**src/rtl/seg_pkg.sv**
```systemverilog
package seg_pkg;
    typedef enum logic [1:0] {
        PK_NEAR = 2'd0,
        PK_FAR  = 2'd1,
        PK_HUGE = 2'd2,
        PK_RSVD = 2'd3
    } ptr_kind_e;

    typedef enum logic [1:0] {
        SEG_CODE  = 2'd0,
        SEG_DATA  = 2'd1,
        SEG_STACK = 2'd2,
        SEG_EXTRA = 2'd3
    } seg_sel_e;

    typedef enum logic [1:0] {
        ST_IDLE  = 2'd0,
        ST_ADDR  = 2'd1,
        ST_ARITH = 2'd2,
        ST_BOTH  = 2'd3
    } out_state_e;
endpackage

```
**src/rtl/seg_regfile.sv**
```systemverilog
module seg_regfile #(
    parameter int SEG_W = 16,
    parameter int NSEG  = 4,
    localparam int SEL_W = $clog2(NSEG)
) (
    input  logic             clk,
    input  logic             rst_n,
    input  logic             wr_en,
    input  logic [SEL_W-1:0] wr_sel,
    input  logic [SEG_W-1:0] wr_data,
    input  logic [SEL_W-1:0] rd_sel,
    output logic [SEG_W-1:0] rd_data
);
    logic [SEG_W-1:0] bank [NSEG];

    for (genvar g = 0; g < NSEG; g++) begin : g_seg
        always_ff @(posedge clk or negedge rst_n) begin
            if (!rst_n) begin
                bank[g] <= '0;
            end else if (wr_en && (wr_sel == SEL_W'(g))) begin
                bank[g] <= wr_data;
            end
        end
    end

    // Read returns the value held before any write on this edge.
    assign rd_data = bank[rd_sel];
endmodule

```
**src/rtl/phys_addr_gen.sv**
```systemverilog
module phys_addr_gen #(
    parameter int OFF_W = 16,
    parameter int SHIFT = 4,
    localparam int PA_W = OFF_W + SHIFT
) (
    input  logic [OFF_W-1:0] seg,
    input  logic [OFF_W-1:0] off,
    output logic [PA_W-1:0]  addr
);
    logic [PA_W-1:0] base;
    logic [PA_W-1:0] ext_off;

    always_comb begin
        base    = {seg, {SHIFT{1'b0}}};
        ext_off = {{SHIFT{1'b0}}, off};
        addr    = base + ext_off;   // carry past bit PA_W-1 is dropped
    end
endmodule

```
**src/rtl/ptr_arith.sv**
```systemverilog
module ptr_arith #(
    parameter int OFF_W = 16,
    parameter int SHIFT = 4,
    localparam int PA_W = OFF_W + SHIFT
) (
    input  logic             huge,
    input  logic             inc,
    input  logic [OFF_W-1:0] seg_in,
    input  logic [OFF_W-1:0] off_in,
    input  logic [OFF_W-1:0] delta,
    output logic [OFF_W-1:0] seg_out,
    output logic [OFF_W-1:0] off_out
);
    logic [OFF_W-1:0] step;
    logic [PA_W-1:0]  lin;

    always_comb begin
        step = inc ? OFF_W'(1) : delta;
        lin  = {seg_in, {SHIFT{1'b0}}} + {{SHIFT{1'b0}}, off_in}
             + {{SHIFT{1'b0}}, step};
        if (huge) begin
            seg_out = lin[PA_W-1:SHIFT];
            off_out = {{(OFF_W-SHIFT){1'b0}}, lin[SHIFT-1:0]};
        end else begin
            seg_out = seg_in;
            off_out = off_in + step;
        end
    end
endmodule

```
**src/rtl/seg_addr_unit.sv**
```systemverilog
module seg_addr_unit
    import seg_pkg::*;
#(
    parameter int OFF_W = 16,
    parameter int SHIFT = 4,
    parameter int NSEG  = 4,
    localparam int PA_W  = OFF_W + SHIFT,
    localparam int SEL_W = $clog2(NSEG)
) (
    input  logic             clk,
    input  logic             rst_n,
    input  logic             seg_wr_en,
    input  logic [SEL_W-1:0] seg_wr_sel,
    input  logic [OFF_W-1:0] seg_wr_data,
    input  logic             req_valid,
    input  logic [1:0]       req_kind,
    input  logic [SEL_W-1:0] req_sel,
    input  logic [OFF_W-1:0] req_seg,
    input  logic [OFF_W-1:0] req_off,
    output logic             phys_valid,
    output logic [PA_W-1:0]  phys_addr,
    input  logic             ar_valid,
    input  logic [1:0]       ar_kind,
    input  logic             ar_op,
    input  logic [OFF_W-1:0] ar_seg,
    input  logic [OFF_W-1:0] ar_off,
    input  logic [OFF_W-1:0] ar_delta,
    output logic             ar_res_valid,
    output logic [OFF_W-1:0] ar_res_seg,
    output logic [OFF_W-1:0] ar_res_off
);
    out_state_e       state, state_nx;
    ptr_kind_e        rq_kind, op_kind;
    logic [OFF_W-1:0] base_rd, eff_seg;
    logic [PA_W-1:0]  addr_c;
    logic [OFF_W-1:0] seg_c, off_c;

    assign rq_kind = ptr_kind_e'(req_kind);
    assign op_kind = ptr_kind_e'(ar_kind);

    seg_regfile #(.SEG_W(OFF_W), .NSEG(NSEG)) u_regs (
        .clk     (clk),
        .rst_n   (rst_n),
        .wr_en   (seg_wr_en),
        .wr_sel  (seg_wr_sel),
        .wr_data (seg_wr_data),
        .rd_sel  (req_sel),
        .rd_data (base_rd)
    );

    always_comb begin
        unique case (rq_kind)
            PK_NEAR: eff_seg = base_rd;
            PK_FAR,
            PK_HUGE,
            PK_RSVD: eff_seg = req_seg;
        endcase
    end

    phys_addr_gen #(.OFF_W(OFF_W), .SHIFT(SHIFT)) u_agen (
        .seg  (eff_seg),
        .off  (req_off),
        .addr (addr_c)
    );

    ptr_arith #(.OFF_W(OFF_W), .SHIFT(SHIFT)) u_arith (
        .huge    (op_kind == PK_HUGE),
        .inc     (ar_op),
        .seg_in  (ar_seg),
        .off_in  (ar_off),
        .delta   (ar_delta),
        .seg_out (seg_c),
        .off_out (off_c)
    );

    // Next-state choice from the two request strobes.
    always_comb begin
        unique case ({req_valid, ar_valid})
            2'b00: state_nx = ST_IDLE;
            2'b10: state_nx = ST_ADDR;
            2'b01: state_nx = ST_ARITH;
            2'b11: state_nx = ST_BOTH;
        endcase
    end

    always_ff @(posedge clk or negedge rst_n) begin
        if (!rst_n) state <= ST_IDLE;
        else        state <= state_nx;
    end

    always_ff @(posedge clk or negedge rst_n) begin
        if (!rst_n) begin
            phys_addr  <= '0;
            ar_res_seg <= '0;
            ar_res_off <= '0;
        end else begin
            if (req_valid) phys_addr <= addr_c;
            if (ar_valid) begin
                ar_res_seg <= seg_c;
                ar_res_off <= off_c;
            end
        end
    end

    always_comb begin
        phys_valid   = 1'b0;
        ar_res_valid = 1'b0;
        unique case (state)
            ST_IDLE:  ;
            ST_ADDR:  phys_valid = 1'b1;
            ST_ARITH: ar_res_valid = 1'b1;
            ST_BOTH: begin
                phys_valid   = 1'b1;
                ar_res_valid = 1'b1;
            end
        endcase
    end
endmodule

```
**config.mk**
```make
export PLATFORM = sky130hd
export DESIGN_NAME = seg_addr_unit
export DESIGN_NICKNAME = d
export VERILOG_FILES = /design/src/rtl/seg_pkg.sv /design/src/rtl/seg_regfile.sv /design/src/rtl/phys_addr_gen.sv /design/src/rtl/ptr_arith.sv /design/src/rtl/seg_addr_unit.sv
export SDC_FILE = /design/constraint.sdc
export NUM_CORES = 1
export LEC_CHECK = 0
export CAP_MARGIN = 15
export CORE_MARGIN = 10
export CORE_UTILIZATION = 52
export CTS_CLUSTER_SIZE = 25
export DETAILED_ROUTE_END_ITERATION = 16
export HOLD_SLACK_MARGIN = 0.12
export PLACE_DENSITY = 0.87
export SLEW_MARGIN = 20
export SYNTH_ARGS = -nofsm -noshare
export SYNTH_HDL_FRONTEND = slang
export SYNTH_SLANG_ARGS = --single-unit
```
**constraint.sdc**
```tcl
create_clock -name clk -period 4.08 [get_ports clk]
set_input_delay 0.408 -clock clk [delete_from_list [all_inputs] [get_ports clk]]
set_output_delay 0.408 -clock clk [all_outputs]
set_load 0.02 [all_outputs]
```
==> flow_metrics.tcl <==
set metrics [dict create \
    status "finished clean" \
    pwr-share-comb_pct 32.5 \
    max_freq_ghz 0.259 \
    switchingPower_w 0.00137 \
    synthFlopType "dfrtp_1" \
    syn_inst 643 \
    numPlacedInstances 977 \
    power.leakage_nw 4.20 \
    avgSynthCellArea_um2 11.5 \
    drc 0 \
    min-delay-path-class "flip-flop to flip-flop" \
    yosysUniqueCellTypes 57 \
    clk_latency_ps 410 \
    grt_max_degree 52 \
    cts_tree "built" \
    worstPathCellList "clkdlybuf4s50_1 > buf_4 > buf_4 > mux4_2 > mux2_2 > ha_1 > a21oi_1 > nor2_1 > a211oi_1 > nor4b_1 > nor3_1 > xnor2_1 > mux2_2" \
    gr-total-overflow 0 \
    cp-end-kind "flip-flop" \
    powerDensity_nw_per_um2 450 \
    period_needed_ps 3850 \
    gp_congestion 1.04 \
    io_pins 164 \
    yosysTopAreaCell "dfrtp_1" \
    tns_ps 0 \
    fin_cells 1010 \
    dpl_cell_area_um2 9290 \
    finalHoldViolCount 0 \
    finClkSkew_ps 7.20 \
    drt-total-wl_um 20700 \
    drtIter0Drc 377 \
    htreeDepth 4 \
    cts_root_buf "clkbuf_16" \
    start_kind "primary input" \
    synth_area_leaders "dfrtp_1, mux2_2, ha_1" \
    numCtsBuffers 17 \
    cts.sinks 118 \
    vdd_ir_drop_max_uv 239 \
    critical_path_class "primary input to flip-flop" \
    cts.path.max_buffers 2 \
    synthArstFlopShare_pct 100 \
    vias 6004 \
    p_seq_share_pct 34.4 \
    fin_crit_sh_pct 94.5 \
    track_usage_pct 21.1 \
    fp.dieH_um 139 \
    p_total_w 0.00445 \
    dp_hpwl_um 15900 \
    synth_sequential_area_ratio_pct 39.9 \
    synth-edff-count 0 \
    setup_violations 0 \
    start_util_pct 53.1 \
    critical-path-max-stage-delay_ps 520 \
    finalInstanceArea_um2 9880 \
    synth_most_common_cell "dfrtp_1" \
    cp_max_fo 9 \
    grt_pass1_wl_um 33500 \
    slew_headroom_pct 33.1 \
    portBuffers 163 \
    area_growth_pct 33.5 \
    antenna_found_initial 0 \
    dieArea_um2 19400 \
    syn-cell-area_um2 7400 \
    drt-wirelength-per-cell_um 20.5 \
    rsz0062_at_grt "no" \
    yosysTopAreaCellShare_pct 39.9 \
    synth_warnings 0 \
    ys_ff_latch 118 \
    drt_pass1_iterations 5 \
    worstPathArrival_ps 4150 \
    layout-drive-gt1-share_pct 21.0 \
    timing.final.max_slew_violations 0 \
    p_int_w 0.00308 \
    clk_pin_slew_ps 50 \
    die_w_um 139 \
    drt-vias-per-instance 5.94 \
    required_ps 4370 \
    drv_cap 0 \
    cp_slowest_cell "mux4_2" \
    ys_top_cells_by_count "dfrtp_1, mux2_2, a21oi_1" \
    core_area_um2 13900 \
    std_cell_rows 43 \
    sw_frac_of_total_pct 30.9 \
    ant_nets 0 \
    tightest_slew_ps 1000 \
    syn_nets 813 \
    grt_pass1_vias 6485 \
    clkPwrFrac_pct 33.1 \
    diodes 0 \
    whs_ps 483 \
    nNetsFinal 987 \
]
what timing repair did:
action | CTS | global route
setup buffers | 0 | 0
hold buffers | 1 | 0
endpoints found under the setup margin | 0 | 0
hold endpoints to repair | 49 | 0
resized for setup | 0 | 0
critical path, delay by kind of cell:
| kind | cells | cell delay, ps |
|---|---|---|
| and+or+nand+nor | 3 | 740 |
| muxes | 3 | 1080 |
| xor gates and xnor gates | 1 | 150 |
| buffers and inverters | 3 | 890 |
| adders and majority gates | 1 | 370 |
| AOI/OAI and AO/OA | 2 | 500 |
cells by family (layout without fill, tap and decap cells):
logic type,count (synthesis),after routing,synth area share [%]
AO/OA/AOI/OAI,141,141,12.8
XOR/XNOR,38,38,4.50
adder cells (fa/ha/maj),60,60,11.9
buffers and inverters,47,234,2.43
flip-flops,118,118,39.9
multiplexers,117,117,20.2
AND/OR/NAND/NOR,122,122,8.30
power by group through the flow:
stage	logic (W)	clock network [W]	registers [W]
floorplan	0.000739	0	0.00164
global placement	0.00138	0	0.00152
detailed placement	0.00143	0	0.00154
CTS	0.00145	0.00149	0.00153
global route	0.00156	0.00154	0.00155
finish	0.00145	0.00147	0.00153
flip-flops by register name, indices dropped and copies added (netlist names):
register and cells:
u_regs.bank 64, phys_addr 20, ar_res_off 16, ar_res_seg 16, state 2
area by class of cell:
type	count	area [um2]
Clock buffer	21	460
Clock inverter	11	125
Fill cell	935	4050
Inverter	21	78.8
Multi-Input combinational cell	478	4270
Sequential cell	118	2950
Tap cell	180	225
Timing Repair Buffer	181	1770
layer usage:
metal	up-vias	share of wire, %	GRT usage (%)
li1	2720	-	-
met1	2957	40	25.1
met2	294	49	35.4
met3	33	8.6	6.26
met4	0	2.0	7.52
met5	-	0	0
cells in the final DEF (no fill, tap or decap), drive strengths merged, types with 13 or more instances in the layout:
cell           netlist  layout
a21o                13      13
a21oi               45      45
a31oi               16      16
buf                  3      18
clkbuf              23      21
clkdlybuf4s50        0     162
dfrtp              118     118
fa                  17      17
ha                  43      43
inv                 21      22
mux2                99      99
mux4                16      16
nand2               28      28
nand3               13      13
nor2                29      29
nor2b               18      18
o21ai               20      20
xnor2               21      21
xor2                17      17
through the flow:
step | utilization [%] | setup slack (ps)
floorplan | - | 515
global placement | 66.6 | 135
detailed placement | 66.6 | -64.2
CTS | 70.9 | 320
global route | 70.9 | 32.4
finish | 70.9 | 226
path summary, 6_finish.rpt:
check                                     from            end  slack [ps]  depth (start not counted)
worst min-delay path             ar_res_seg[4]  ar_res_seg[4]         480                          1
max in group asynchronous                rst_n  ar_res_seg[6]        2560                          3
worst min register to register   ar_res_seg[4]  ar_res_seg[4]         480                          1
worst max-delay path                req_sel[0]  phys_addr[18]         230                         13
worst max register to register  u_regs.bank[0]  phys_addr[18]         410                         11
min in group asynchronous                rst_n   phys_addr[4]         560                          2
No activity file was read; power rests on OpenSTA's default activity.
